==> src/rtl/booth_pkg.sv <==
package booth_pkg;

  typedef enum logic [1:0] {
    BOOTH_HOLD = 2'd0,
    BOOTH_ADD  = 2'd1,
    BOOTH_SUB  = 2'd2
  } booth_op_e;

endpackage

==> src/rtl/booth_rst_sync.sv <==
module booth_rst_sync (
  input  logic clk,
  input  logic rst_n,
  output logic rst_sync_n
);

  logic meta_q;
  logic sync_q;

  always_ff @(posedge clk or negedge rst_n) begin
    if (!rst_n) begin
      meta_q <= 1'b0;
      sync_q <= 1'b0;
    end else begin
      meta_q <= 1'b1;
      sync_q <= meta_q;
    end
  end

  assign rst_sync_n = sync_q;

endmodule

==> src/rtl/booth_recode.sv <==
module booth_recode
  import booth_pkg::*;
(
  input  logic      cur_bit_i,
  input  logic      prev_bit_i,
  output booth_op_e op_o
);

  always_comb begin
    unique case ({cur_bit_i, prev_bit_i})
      2'b10:   op_o = BOOTH_SUB;
      2'b01:   op_o = BOOTH_ADD;
      default: op_o = BOOTH_HOLD;
    endcase
  end

endmodule

==> src/rtl/booth_addsub.sv <==
module booth_addsub
  import booth_pkg::*;
#(
  parameter int WIDTH = 8,
  localparam int ACC_W = WIDTH + 1
) (
  input  logic [ACC_W-1:0] acc_i,
  input  logic [WIDTH-1:0] mcand_i,
  input  booth_op_e        op_i,
  output logic [ACC_W-1:0] res_o
);

  logic [ACC_W-1:0] mcand_ext;

  assign mcand_ext = {mcand_i[WIDTH-1], mcand_i};

  always_comb begin
    unique case (op_i)
      BOOTH_ADD: res_o = acc_i + mcand_ext;
      BOOTH_SUB: res_o = acc_i - mcand_ext;
      default:   res_o = acc_i;
    endcase
  end

endmodule

==> src/rtl/booth_seq_ctrl.sv <==
module booth_seq_ctrl #(
  parameter int WIDTH = 8,
  localparam int CNT_W = $clog2(WIDTH + 1)
) (
  input  logic clk,
  input  logic rst_n,
  input  logic start_i,
  output logic load_o,
  output logic step_o,
  output logic busy_o,
  output logic done_o
);

  localparam logic [CNT_W-1:0] LAST_STEP = CNT_W'(WIDTH - 1);

  logic             busy_q, busy_d;
  logic             done_q, done_d;
  logic [CNT_W-1:0] cnt_q, cnt_d;
  logic             cnt_en;
  logic             last;

  // next-state
  always_comb begin
    load_o = start_i && !busy_q;
    step_o = busy_q;
    last   = busy_q && (cnt_q == LAST_STEP);
    cnt_en = load_o || busy_q;
    cnt_d  = load_o ? '0 : cnt_q + 1'b1;
    busy_d = busy_q;
    if (load_o) begin
      busy_d = 1'b1;
    end else if (last) begin
      busy_d = 1'b0;
    end
    done_d = last;
  end

  // registers
  always_ff @(posedge clk or negedge rst_n) begin
    if (!rst_n) begin
      busy_q <= 1'b0;
      done_q <= 1'b0;
    end else begin
      busy_q <= busy_d;
      done_q <= done_d;
    end
  end

  always_ff @(posedge clk or negedge rst_n) begin
    if (!rst_n) begin
      cnt_q <= '0;
    end else if (cnt_en) begin
      cnt_q <= cnt_d;
    end
  end

  assign busy_o = busy_q;
  assign done_o = done_q;

  AST_START_TAKEN: assert property (@(posedge clk) disable iff (!rst_n)
    (start_i && !busy_q) |=> busy_q);
  AST_DONE_PULSE: assert property (@(posedge clk) disable iff (!rst_n)
    done_q |=> !done_q);
  AST_DONE_ENDS_BUSY: assert property (@(posedge clk) disable iff (!rst_n)
    $fell(busy_q) |-> done_q);
  AST_DONE_IDLE: assert property (@(posedge clk) disable iff (!rst_n)
    done_q |-> !busy_q);
  AST_STEP_BOUND: assert property (@(posedge clk) disable iff (!rst_n)
    busy_q |-> (cnt_q <= LAST_STEP));
  AST_BUSY_HOLDS_START: assert property (@(posedge clk) disable iff (!rst_n)
    (busy_q && cnt_q != LAST_STEP) |=> busy_q);

endmodule

==> src/rtl/booth_mul_seq.sv <==
module booth_mul_seq
  import booth_pkg::*;
#(
  parameter int WIDTH = 8,
  localparam int ACC_W  = WIDTH + 1,
  localparam int PROD_W = 2 * WIDTH,
  localparam int FULL_W = ACC_W + WIDTH + 1
) (
  input  logic              clk,
  input  logic              rst_n,
  input  logic              start_i,
  input  logic [WIDTH-1:0]  mcand_i,
  input  logic [WIDTH-1:0]  mplier_i,
  output logic              busy_o,
  output logic              done_o,
  output logic [PROD_W-1:0] product_o
);

  logic              rst_int_n;
  logic              load;
  logic              step;
  logic              busy;
  logic              done;
  booth_op_e         op;
  logic [ACC_W-1:0]  hi_q, hi_d;
  logic [WIDTH-1:0]  lo_q, lo_d;
  logic              aux_q, aux_d;
  logic [WIDTH-1:0]  mcand_q;
  logic [ACC_W-1:0]  sum;
  logic [FULL_W-1:0] joined;
  logic [FULL_W-1:0] shifted;
  logic              acc_en;

  booth_rst_sync u_rst_sync (
    .clk        (clk),
    .rst_n      (rst_n),
    .rst_sync_n (rst_int_n)
  );

  booth_seq_ctrl #(.WIDTH(WIDTH)) u_ctrl (
    .clk     (clk),
    .rst_n   (rst_int_n),
    .start_i (start_i),
    .load_o  (load),
    .step_o  (step),
    .busy_o  (busy),
    .done_o  (done)
  );

  booth_recode u_recode (
    .cur_bit_i  (lo_q[0]),
    .prev_bit_i (aux_q),
    .op_o       (op)
  );

  booth_addsub #(.WIDTH(WIDTH)) u_addsub (
    .acc_i   (hi_q),
    .mcand_i (mcand_q),
    .op_i    (op),
    .res_o   (sum)
  );

  // next-state: arithmetic right shift of {sum, lo, aux}
  always_comb begin
    joined  = {sum, lo_q, aux_q};
    shifted = {sum[ACC_W-1], joined[FULL_W-1:1]};
    acc_en  = load || step;
    if (load) begin
      hi_d  = '0;
      lo_d  = mplier_i;
      aux_d = 1'b0;
    end else begin
      hi_d  = shifted[FULL_W-1:WIDTH+1];
      lo_d  = shifted[WIDTH:1];
      aux_d = shifted[0];
    end
  end

  // registers
  always_ff @(posedge clk or negedge rst_int_n) begin
    if (!rst_int_n) begin
      hi_q  <= '0;
      lo_q  <= '0;
      aux_q <= 1'b0;
    end else if (acc_en) begin
      hi_q  <= hi_d;
      lo_q  <= lo_d;
      aux_q <= aux_d;
    end
  end

  always_ff @(posedge clk or negedge rst_int_n) begin
    if (!rst_int_n) begin
      mcand_q <= '0;
    end else if (load) begin
      mcand_q <= mcand_i;
    end
  end

  assign busy_o    = busy;
  assign done_o    = done;
  assign product_o = {hi_q[WIDTH-1:0], lo_q};

  logic [ACC_W:0] wide_sum;
  assign wide_sum = (op == BOOTH_SUB)
                  ? {hi_q[ACC_W-1], hi_q} - {{2{mcand_q[WIDTH-1]}}, mcand_q}
                  : {hi_q[ACC_W-1], hi_q} + {{2{mcand_q[WIDTH-1]}}, mcand_q};

  AST_NO_OVERFLOW: assert property (@(posedge clk) disable iff (!rst_int_n)
    (step && op != BOOTH_HOLD) |-> (wide_sum[ACC_W] == wide_sum[ACC_W-1]));
  AST_RESULT_HELD: assert property (@(posedge clk) disable iff (!rst_int_n)
    (!busy && !load) |=> $stable(product_o));
  AST_MCAND_HELD: assert property (@(posedge clk) disable iff (!rst_int_n)
    busy |=> $stable(mcand_q));
  AST_IDLE_AFTER_RESET: assert property (@(posedge clk)
    !rst_int_n |-> (!busy_o && !done_o));

endmodule

==> config.mk <==
export PLATFORM = sky130hd
export DESIGN_NAME = booth_mul_seq
export DESIGN_NICKNAME = d
export VERILOG_FILES = /design/src/rtl/booth_pkg.sv /design/src/rtl/booth_rst_sync.sv /design/src/rtl/booth_recode.sv /design/src/rtl/booth_addsub.sv /design/src/rtl/booth_seq_ctrl.sv /design/src/rtl/booth_mul_seq.sv
export SDC_FILE = /design/constraint.sdc
export NUM_CORES = 1
export LEC_CHECK = 0
export BUFFER_PORTS_ARGS = -buffer_cell sky130_fd_sc_hd__buf_2
export CORE_UTILIZATION = 50
export DETAILED_ROUTE_END_ITERATION = 10
export HOLD_SLACK_MARGIN = 0.08
export PLACE_DENSITY = 0.72
export SKIP_LAST_GASP = 1
export SYNTH_ARGS = -nofsm -noshare
export SYNTH_HDL_FRONTEND = slang
export SYNTH_SLANG_ARGS = --single-unit
==> constraint.sdc <==
create_clock -name clk -period 2.5 [get_ports clk]
set_clock_uncertainty 0.15 [all_clocks]
set_input_delay 0.75 -clock clk [delete_from_list [all_inputs] [get_ports clk]]
set_output_delay 0.75 -clock clk [all_outputs]
set_load 0.01 [all_outputs]
Word level (Yosys, flattened, before mapping)
Index checks and enable logic that the tools add are counted.
- register bits: 34
- bits of input ports: 19
- $add $sub $neg: 3
- eq/ne operators: 5
- muxes and demuxes: 8
- reduce and logical (&&, ||, !) cells: 5
- operator list (operator ; count):
    $pmux 9 s2 ; 1
    $add 9x9->9 ; 1
    $mux 9 ; 1
    $sub 9x9->9 ; 1
    $mux 8 ; 1
    $add 4x1->4 const B ; 1
    $eq 2x1->1 const B ; 2
    $eq 2x2->1 const B ; 2
    $eq 4x3->1 const B ; 1
    $mux 4 ; 1
    $pmux 2 s2 ; 1
    $mux 1 ; 3
    $logic_and 1x1->1 ; 2
    $reduce_bool 2->1 ; 1
    $logic_not 1->1 ; 1
    $logic_or 1x1->1 ; 1

Longest topological paths before layout
Gate-level depths: netlist of the first run.
- word-level depth: 5
- depth in mapped cells: 12

Cells and area by module
From an unflattened synthesis of the first run, not the netlist that was laid out.
- cell total of the unflattened synthesis: 203
- area, all modules: 2082.0 um^2
- modules (own cells, without submodules) (module ; instances ; cells an instance ; area an instance (um^2)):
    booth_mul_seq ; 1 ; 81 ; 1072.3
    booth_addsub ; 1 ; 95 ; 674.4
    booth_seq_ctrl ; 1 ; 22 ; 266.5
    booth_rst_sync ; 1 ; 3 ; 53.8
    booth_recode ; 1 ; 2 ; 15.0

Worst setup path before layout of the first run
No wires, ideal clock.
- path type: register -> register
- start: reg aux_q
- end: reg hi_q[3]
- setup time: 0.082 ns
- data arrival time: 2.440 ns
- data required time: 2.268 ns
- setup slack: -0.172 ns
- stages on the path, launching flop included: 11
- path buffers: 1
- cells stage by stage: dfrtp_1 -> inv_1 -> ha_1 -> clkbuf_1 -> mux2_2 -> fa_1 -> nand2b_1 -> a21boi_0 -> nor3_1 -> or3_1 -> a31oi_1
- word-level cells in the longest chain between the ends: 5
- elaborated cells between the ends (all ways): 7
- RTL lines (what ; RTL line ; source):
    start: declaration ; booth_mul_seq.sv:27 ; logic aux_q, aux_d;
    start signal: assignment ; booth_mul_seq.sv:88 ; aux_q <= aux_d;
    $eq 2x1->1 or $eq 2x2->1 (tied branches) ; booth_recode.sv:10 ; unique case ({cur_bit_i, prev_bit_i})
    $pmux 2 s2 * ; booth_recode.sv:10 ;
    $eq 2x2->1 or $eq 2x1->1 (tied branches) ; booth_addsub.sv:18 ; unique case (op_i)
    $pmux 9 s2 * ; booth_addsub.sv:18 ;
    $mux 9 * ; booth_mul_seq.sv:68 ; if (load) begin
    end signal: assignment ; booth_mul_seq.sv:86 ; hi_q <= hi_d;
    end: declaration ; booth_mul_seq.sv:25 ; logic [ACC_W-1:0] hi_q, hi_d;
Every way passes the cells marked *; elsewhere a longest branch is shown, timed or not.
A chain may end at the register's enable or synchronous reset.

Worst setup path in the final report of the first run
- start: reg mcand_q[0]
- end: reg hi_q[7]
- word-level cells in the longest chain between the ends: 3
- elaborated cells between the ends (all ways): 4
- RTL lines (what ; RTL line ; source):
    start: declaration ; booth_mul_seq.sv:28 ; logic [WIDTH-1:0] mcand_q;
    start signal: assignment ; booth_mul_seq.sv:96 ; mcand_q <= mcand_i;
    $sub 9x9->9 or $add 9x9->9 (tied branches) ; booth_addsub.sv:20, booth_addsub.sv:19 ;
    $pmux 9 s2 * ; booth_addsub.sv:18 ;
    $mux 9 * ; booth_mul_seq.sv:68 ;
Marked as above.

==> run metrics, run 1 <==
Final nets=roughly 300; clock transition at the registers of the reported paths=about 0.070 ns; Detail Placement HPWL=3.05 mm; GR Util All Layers=between 20% and 30%; reg2reg start=mcand_q[0]$_DFFE_PN0P_; Final Max Slew Viols=0; Clock Latency Late Sink=slightly below 0.3 ns; via count=about 1800; Place WS=-0.183 ns; delay-heaviest family, CP=compound AO/OA/AOI/OAI gates; Synth Flop Type=dfrtp_1; Area Growth Syn to Fin=40.1%; status=finished with violations; startpoint class of the critical path=flop; Core ar.=roughly 3700 um2; Post-synth EDFFs=0; GPL Wtd Cong=about 0.8; Die Ht=between 60 and 70 um; failing checks=setup timing; Initial Util=a little over half; CTS tree=done; maximum fanout along the worst path=5; fmax=~0.36 GHz; Net Count, Synth=approximately 230; Arr. time, crit path=around 2.8 ns; final hold viol count=0; clock sinks=33; initial drt markers=around 180; r2r setup slk=-0.25 ns; share of cells above drive strength 1=43.5%; asr flop ratio synth=between 90% and 100%; CP Cell Sequence=nor4_2 > buf_4 > a21oi_4 > xnor2_2 > ha_4 > a211o_1 > o32a_1 > nor3_1 > a21oi_1 > nand4_1; syn avg cell area=approximately 9.9 um2; Ports=37; Via-to-Cell Ratio=about 5.6; clock root cell=clkbuf_8; die width=approximately 65 um; DRC Markers=0; Final min period=~2.8 ns; CTS H-Tree Depth=2; first-pass GRT wire length=7.60 mm; CP peak stage delay=~0.42 ns; Mapped Cells=just under 200; Crit Path Class=reg2reg; TritonCTS Buffers=5; CP required=roughly 2.6 ns; wire per inst=approximately 17 um; max-cap violations=0; num rows=22; diode count=0; sequential share of the synthesized area=42.1%; slowest CP cell=dfrtp_1; RSZ-0062 raised after global routing=true; Yosys cell types=42; vias in the first global route=roughly 1700; Final ANT Viol Nets=0; die area=~4200 um2; largest net degree at the start of global routing=32; crit share post-route=110%; setup TNS=-0.815 ns; total of fill cells in the finished design=around 270; CTS Buffer Depth=2; WL final=5.29 mm; crit path buf inv count=1; R2R cell count=10; mapped cell area=1960 um2; #FFs+latches synth=33; gr ovfl total=0; CP Capture Type=flop; final setup violation count=6; Pre-Repair DR Iteration Count=4; FF-to-FF End=hi_q[7]$_DFFE_PN0P_; fin worst setup slack=-0.252 ns; worst min path class=reg2async; Synth warnings=0; PortBufs=36; initial antenna violation count=0
-- layout by cell type, fill, tap and decap left out, types with 2 or more instances in the layout --
master,Yosys,routed
o21a_1,4,4
mux2i_1,8,8
a21o_1,2,2
nor2_1,9,6
inv_2,0,4
o21ai_1,1,2
xnor2_2,0,2
a31oi_1,3,2
buf_2,1,36
xor2_1,4,4
nor3b_1,3,2
clkbuf_8,1,6
o21ai_0,15,12
ha_4,0,5
nand4_1,2,2
nand3_1,2,2
nor3_1,5,3
xnor2_1,7,5
nand2_1,22,22
buf_6,3,4
or3_1,2,2
nor2b_1,2,2
inv_1,10,6
a21oi_1,10,7
buf_4,2,32
a21oi_2,0,2
dfrtp_1,33,33
ha_1,11,5
mux2_2,7,6
nor2_4,0,2
a22o_1,7,7
-- per-stage QoR --
step,utilization (%),cell area [um2],hold slack [ns],cells
after floorplan,-,1980,0.181,198
after global placement,62.2,2310,0.118,295
after detailed placement,62.2,2310,0.124,295
after CTS,67.8,2520,0.0813,308
after global routing,74.0,2750,0.164,317
final,74.0,2750,0.106,317
-- final cells by class --
| class | count | area, um2 | share of cell area, % |
|---|---|---|---|
| Tap cell | 48 | 60.1 | 2.18 |
| Timing Repair Buffer | 74 | 490 | 17.8 |
| Sequential cell | 33 | 826 | 30.0 |
| Multi-Input combinational cell | 144 | 1220 | 44.4 |
| Inverter | 10 | 37.5 | 1.36 |
| Clock buffer | 7 | 86.3 | 3.14 |
| Clock inverter | 1 | 30.0 | 1.09 |
-- how the worst max path moves through the flow --
stage                                start             endpoint  slack (ns)  cells past startpoint
global placement    mcand_q[1]$_DFFE_PN0P_  hi_q[5]$_DFFE_PN0P_       -0.15                     13
global route        mcand_q[0]$_DFFE_PN0P_  hi_q[7]$_DFFE_PN0P_       -0.34                     10
floorplan           mcand_q[0]$_DFFE_PN0P_  hi_q[6]$_DFFE_PN0P_       -0.07                     12
finish              mcand_q[0]$_DFFE_PN0P_  hi_q[7]$_DFFE_PN0P_       -0.25                     10
detailed placement  mcand_q[1]$_DFFE_PN0P_  hi_q[6]$_DFFE_PN0P_       -0.18                     12
CTS                 mcand_q[1]$_DFFE_PN0P_  hi_q[6]$_DFFE_PN0P_       -0.12                     12
-- synth_stat cells, types with 5 or more instances --
library cell / count / share of area, %
mux2i_1: 8 / 4.1
xnor2_1: 7 / 3.1
inv_1: 10 / 1.9
dfrtp_1: 33 / 42
nor3_1: 5 / 1.3
nor2_1: 9 / 1.7
mux2_2: 7 / 4.0
o21ai_0: 15 / 3.8
ha_1: 11 / 7.0
a21oi_1: 10 / 2.5
nand2_1: 22 / 4.2
a22o_1: 7 / 3.1
-- flip-flops by register name (all words and copies together), names as in the netlist --
name                   cells
aux_q                      1
hi_q                       8
lo_q                       8
mcand_q                    8
u_ctrl.busy_o              1
u_ctrl.cnt_q               4
u_ctrl.done_o              1
u_rst_sync.meta_q          1
u_rst_sync.rst_sync_n      1
-- routing by layer --
layer	wire, um	track usage, %	up-vias
met5	0	0	-
met4	138	8.33	0
met3	225	6.16	16
met2	2740	40.5	58
met1	2190	29.3	859
li1	-	-	841
-- logic make-up after synthesis --
kind of cell | synth area share [%]
buffers and inverters | 6.12
AND/OR/NAND/NOR | 12.6
flip-flops | 42.1
AO/OA/AOI/OAI | 18.0
multiplexers | 8.09
XOR/XNOR | 4.91
adder cells (fa/ha/maj) | 8.03
other | 0.191
-- timing repair --
action / 4_1_cts / 5_1_grt
buffers inserted: 5 / 8
cloned: 0 / 0
setup endpoints to repair: 4 / 6
hold buffers: 0 / 1
gates resized for setup: 16 / 31
pin swaps: 11 / 29
endpoints found under the hold margin: 0 / 2
Power of run 1 is not shown: default switching activity piles up to over one toggle a cycle in this logic, so the estimate is an artifact.
==> run 2: changes to the inputs <==
==> constraint.sdc (replaced) <==
create_clock -name clk -period 2.5 [get_ports clk]
set_clock_uncertainty 0.15 [all_clocks]
set_input_delay 0.375 -clock clk [delete_from_list [all_inputs] [get_ports clk]]
set_output_delay 0.375 -clock clk [all_outputs]
set_load 0.01 [all_outputs]
==> run metrics, run 2 (synthesis results as in run 1) <==
status=finished with violations; failing checks=setup timing; CP required=2.53 ns (-0.04 ns); final setup violation count=3 (-3); TritonCTS Buffers=5 (unchanged); slowest CP cell=dfrtp_1; reg2reg start=mcand_q[1]$_DFFE_PN0P_; delay-heaviest family, CP=compound AO/OA/AOI/OAI gates; DRC Markers=0 (unchanged); commonest non-fill, non-tap cell in the layout=buf_2; cell count after placement=294 (-0.34%); cell mode on critical path=a21o_1; die area=4180 um2 (unchanged); CP Cell Sequence=inv_2 > ha_4 > nor3b_4 > nor2_2 > xnor2_1 > ha_1 > a21o_1 > a21o_1 > a221oi_2 > xor2_1 > o21ai_1 > a22o_1; gr ovfl total=0 (unchanged); r2r setup slk=-0.20 ns (+0.05 ns); via count=1691 (-4.7%); die width=64.7 um (unchanged); Clock Latency Late Sink=0.28 ns (about the same); worst min path class=reg2async; CP Capture Type=flop; Core Util, Final=68.9% (-5.1 points); Slew HR=49.9%; RSZ-0062 raised after global routing=true; worst slew pin tran=0.748 ns; Area Growth Syn to Fin=30.4%; Core ar.=3720 um2 (unchanged); fmax=0.370 GHz (+1.9%); initial antenna violation count=0 (unchanged); Die Ht=64.7 um (unchanged); CP peak stage delay=0.43 ns (about the same); Arr. time, crit path=2.73 ns (-0.10 ns); CTS Buffer Depth=2 (unchanged); Ports=37 (unchanged); diode count=0 (unchanged); Via-to-Cell Ratio=5.44 (-2.8%); crit path buf inv count=1 (unchanged); num rows=22 (unchanged); Final ANT Viol Nets=0 (unchanged); wire per inst=14.4 um (-13%); Final min period=2.70 ns (-0.0503 ns); maximum fanout along the worst path=4 (-1); final hold viol count=0 (unchanged); clock root cell=clkbuf_8; GR Util All Layers=24.2% (+0.32 points); Top Registers=hi_q x8, lo_q x8, mcand_q x8; Placed Area=2300 um2 (-0.32%); PortBufs=36 (unchanged); share of cells above drive strength 1=37.3% (-6.2 points); vias in the first global route=1656 (-3.2%); first-pass GRT wire length=7.60 mm (about the same); clock sinks=33 (unchanged); Final nets=293 (-2.0%); WL final=4.49 mm (-15%); most frequent cells in the layout=buf_2, dfrtp_1, buf_4, nand2_1, o21ai_0; non-filler instance count after layout=311 (-1.9%); max-cap violations=0 (unchanged); CTS tree=done; fin worst setup slack=-0.201 ns (+0.0503 ns); Crit Path Class=reg2reg; largest net degree at the start of global routing=32 (unchanged); fin area=2560 um2 (-6.9%); R2R cell count=12 (+2); crit share post-route=108% (-2.0 points); GPL Wtd Cong=0.879 (+9.4%); CTS H-Tree Depth=2 (unchanged); initial drt markers=90 (-49%); Place WS=-0.192 ns (-0.00852 ns); Final Max Slew Viols=0 (unchanged); Pre-Repair DR Iteration Count=4 (unchanged); Initial Util=52.8% (unchanged); Detail Placement HPWL=3.00 mm (-1.8%); FF-to-FF End=hi_q[6]$_DFFE_PN0P_; startpoint class of the critical path=flop; clock transition at the registers of the reported paths=0.07 ns (about the same)
run 2: worst max-delay path by stage:
stage | from | endpoint | slack, ns | cells past startpoint
final | mcand_q[1]$_DFFE_PN0P_ | hi_q[6]$_DFFE_PN0P_ | -0.20 | 12
after CTS | mcand_q[1]$_DFFE_PN0P_ | hi_q[6]$_DFFE_PN0P_ | -0.19 | 12
after detailed placement | mcand_q[3]$_DFFE_PN0P_ | hi_q[7]$_DFFE_PN0P_ | -0.19 | 10
after global placement | mcand_q[3]$_DFFE_PN0P_ | hi_q[7]$_DFFE_PN0P_ | -0.18 | 10
after floorplan | mcand_q[0]$_DFFE_PN0P_ | hi_q[6]$_DFFE_PN0P_ | -0.07 | 12
after global routing | mcand_q[1]$_DFFE_PN0P_ | hi_q[7]$_DFFE_PN0P_ | -0.35 | 13
run 2: final cells by class:
type                       count  area (um2)
fill                         307        1160
inverter                      10        37.5
sequential                    33         826
timing repair buffer          68         430
clock buffer                   7        86.3
tap                           48        60.1
multi-input combinational    144        1090
clock inverter                 1        30.0
run 2: layer usage:
layer | GRT usage (%) | up-vias | wire length [um]
li1 | - | 832 | -
met1 | 29.4 | 809 | 2050
met2 | 41.2 | 40 | 2200
met3 | 5.99 | 10 | 150
met4 | 9.17 | 0 | 95
met5 | 0 | - | 0
run 2: worst reg2reg max path, cell delays in order (launching register included):
cell      delay [ns]
dfrtp_1         0.43
inv_2           0.10
ha_4            0.13
nor3b_4         0.23
nor2_2          0.06
xnor2_1         0.13
ha_1            0.33
a21o_1          0.19
a21o_1          0.18
a221oi_2        0.27
xor2_1          0.17
o21ai_1         0.07
a22o_1          0.18
run 2: what timing repair did:
item                                   CTS  global route
setup endpoints to repair                4             6
buffers inserted                         4             4
resized for setup                       10            10
hold buffers                             1             0
gates cloned                             0             0
endpoints found under the hold margin    2             0
pin swaps                                8            13
run 2: metrics by stage:
stage,setup TNS [ns],hold WS (ns)
after floorplan,-0.110,-0.0706
after global placement,-0.427,0.0112
after detailed placement,-0.564,0.0110
after CTS,-0.482,0.134
after global routing,-1.19,0.158
final,-0.569,0.105
Power of run 2 is left out for the same reason.
==> run 3: changes to the inputs <==
CORE_MARGIN = 2   (was default)
CORE_UTILIZATION = 59   (was 50)
PLACE_DENSITY = 0.83   (was 0.72)
==> run metrics, run 3 (synthesis results as in run 1) <==
status=finished with violations; failing checks=setup timing; RSZ-0062 raised after global routing=true; Via-to-Cell Ratio=5.91 (+8.6%); fmax=0.363 GHz (-2.0%); initial antenna violation count=0 (unchanged); r2r setup slk=-0.26 ns (-0.05 ns); Final min period=2.76 ns (+0.0542 ns); wire per inst=17.8 um (+23%); Crit Path Class=reg2reg; CP Capture Type=flop; CTS H-Tree Depth=2 (unchanged); final hold viol count=0 (unchanged); GPL Wtd Cong=0.865 (-1.6%); Core ar.=3100 um2 (-16%); Initial Util=63.3% (+10 points); num rows=20 (-9.1%); maximum fanout along the worst path=4 (unchanged); PortBufs=36 (unchanged); Final Max Slew Viols=0 (unchanged); max-cap violations=0 (unchanged); first-pass GRT wire length=7.15 mm (-6.0%); Clock Latency Late Sink=0.35 ns (+0.07 ns); Arr. time, crit path=2.85 ns (+0.12 ns); TritonCTS Buffers=5 (unchanged); Final nets=296 (+1.0%); clock sinks=33 (unchanged); die area=3810 um2 (-9.0%); Pre-Repair DR Iteration Count=5 (+1); share of cells above drive strength 1=41.4% (+4.1 points); crit share post-route=110% (+2.2 points); fin worst setup slack=-0.256 ns (-0.0542 ns); commonest non-fill, non-tap cell in the layout=buf_2; Final ANT Viol Nets=0 (unchanged); largest net degree at the start of global routing=32 (unchanged); CTS tree=done; startpoint class of the critical path=flop; WL final=5.52 mm (+23%); CTS Buffer Depth=2 (unchanged); diode count=0 (unchanged); Area Growth Syn to Fin=33.8%; final setup violation count=5 (+2); most frequent cells in the layout=buf_2, dfrtp_1, buf_4, nand2_1, o21ai_0; Top Registers=hi_q x8, lo_q x8, mcand_q x8; via count=1831 (+8.3%); Die Ht=61.7 um (-4.6%); Ports=37 (unchanged); Detail Placement HPWL=3.00 mm (+0.10%); CP required=2.59 ns (+0.06 ns); initial drt markers=150 (+67%); GR Util All Layers=26.1% (+1.9 points); smallest hold slack=0.0863 ns (-0.0185 ns); worst min path class=in2reg; die width=61.7 um (-4.6%); gr ovfl total=0 (unchanged); total of fill cells in the finished design=190 (-38%); clock root cell=clkbuf_4; clock transition at the registers of the reported paths=0.11 ns (+0.04 ns); DRC Markers=0 (unchanged); vias in the first global route=1655 (-0.060%)
[run 3: cell types whose count changed in the layout (fill, tap and decap cells not counted), moves of 2 or more]
cell      previous run  this run
clkbuf_4             0         5
clkbuf_8             6         2
a21oi_1              9         7
a21oi_2              1         3
buf_4               29        31
ha_4                 1         3
[run 3: final cells by class]
type | instances | area (um2) | area share [%]
Timing Repair Buffer | 71 | 457 | 17.4
Clock buffer | 7 | 65.1 | 2.48
Multi-Input combinational cell | 144 | 1180 | 44.9
Inverter | 10 | 40.0 | 1.52
Sequential cell | 33 | 827 | 31.5
Clock inverter | 1 | 5.00 | 0.190
Tap cell | 44 | 55.1 | 2.10
[run 3: path summary, 6_finish.rpt]
kind                                                 start                           to  cells after the start
max                                 mcand_q[0]$_DFFE_PN0P_          hi_q[5]$_DFFE_PN0P_                     12
min                                             mcand_i[4]       mcand_q[4]$_DFFE_PN0P_                      3
max reg2reg                         mcand_q[0]$_DFFE_PN0P_          hi_q[5]$_DFFE_PN0P_                     12
min reg2reg                u_rst_sync.rst_sync_n$_DFF_PN0_       mcand_q[3]$_DFFE_PN0P_                      1
max in group asynchronous  u_rst_sync.rst_sync_n$_DFF_PN0_  u_ctrl.cnt_q[2]$_DFFE_PN0P_                      1
min in group asynchronous  u_rst_sync.rst_sync_n$_DFF_PN0_       mcand_q[3]$_DFFE_PN0P_                      1
[run 3: worst max-delay path: stages (launching register included)]
cell and delay, ns:
dfrtp_1 0.41, buf_4 0.15, buf_4 0.13, nor3_2 0.16, nor2_1 0.10, xnor2_1 0.14
ha_1 0.37, o211ai_1 0.25, a21oi_2 0.07, a211oi_2 0.17, xor2_1 0.24, o21ai_1 0.11
a22o_1 0.20
[run 3: timing repair]
| action | in CTS | in global routing |
|---|---|---|
| hold buffers | 1 | 0 |
| hold endpoints to repair | 2 | 0 |
| setup endpoints to repair | 5 | 6 |
| pin swaps | 11 | 15 |
| resized for setup | 14 | 22 |
| buffers inserted | 5 | 6 |
[run 3: stage by stage]
stage / cell area (um2) / setup WS [ns] / setup TNS (ns) / util [%] / std cells
floorplan: 1980 / -0.0684 / -0.110 / - / 198
global placement: 2300 / -0.101 / -0.272 / 74.1 / 290
detailed placement: 2300 / -0.133 / -0.452 / 74.1 / 290
CTS: 2470 / -0.139 / -0.306 / 79.6 / 304
global route: 2630 / -0.372 / -1.40 / 84.7 / 310
finish: 2630 / -0.256 / -0.845 / 84.7 / 310
[run 3: per-layer routing]
metal / wire [um] / global-route usage [%] / part of all wire [%] / vias to the layer above
met5: 0 / 0 / 0 / -
met4: 152 / 11.2 / 2.8 / 0
met3: 334 / 4.62 / 6.0 / 18
met2: 2780 / 45.3 / 50 / 86
met1: 2250 / 31.6 / 41 / 893
li1: - / - / - / 834
Power of run 3 is left out for the same reason.
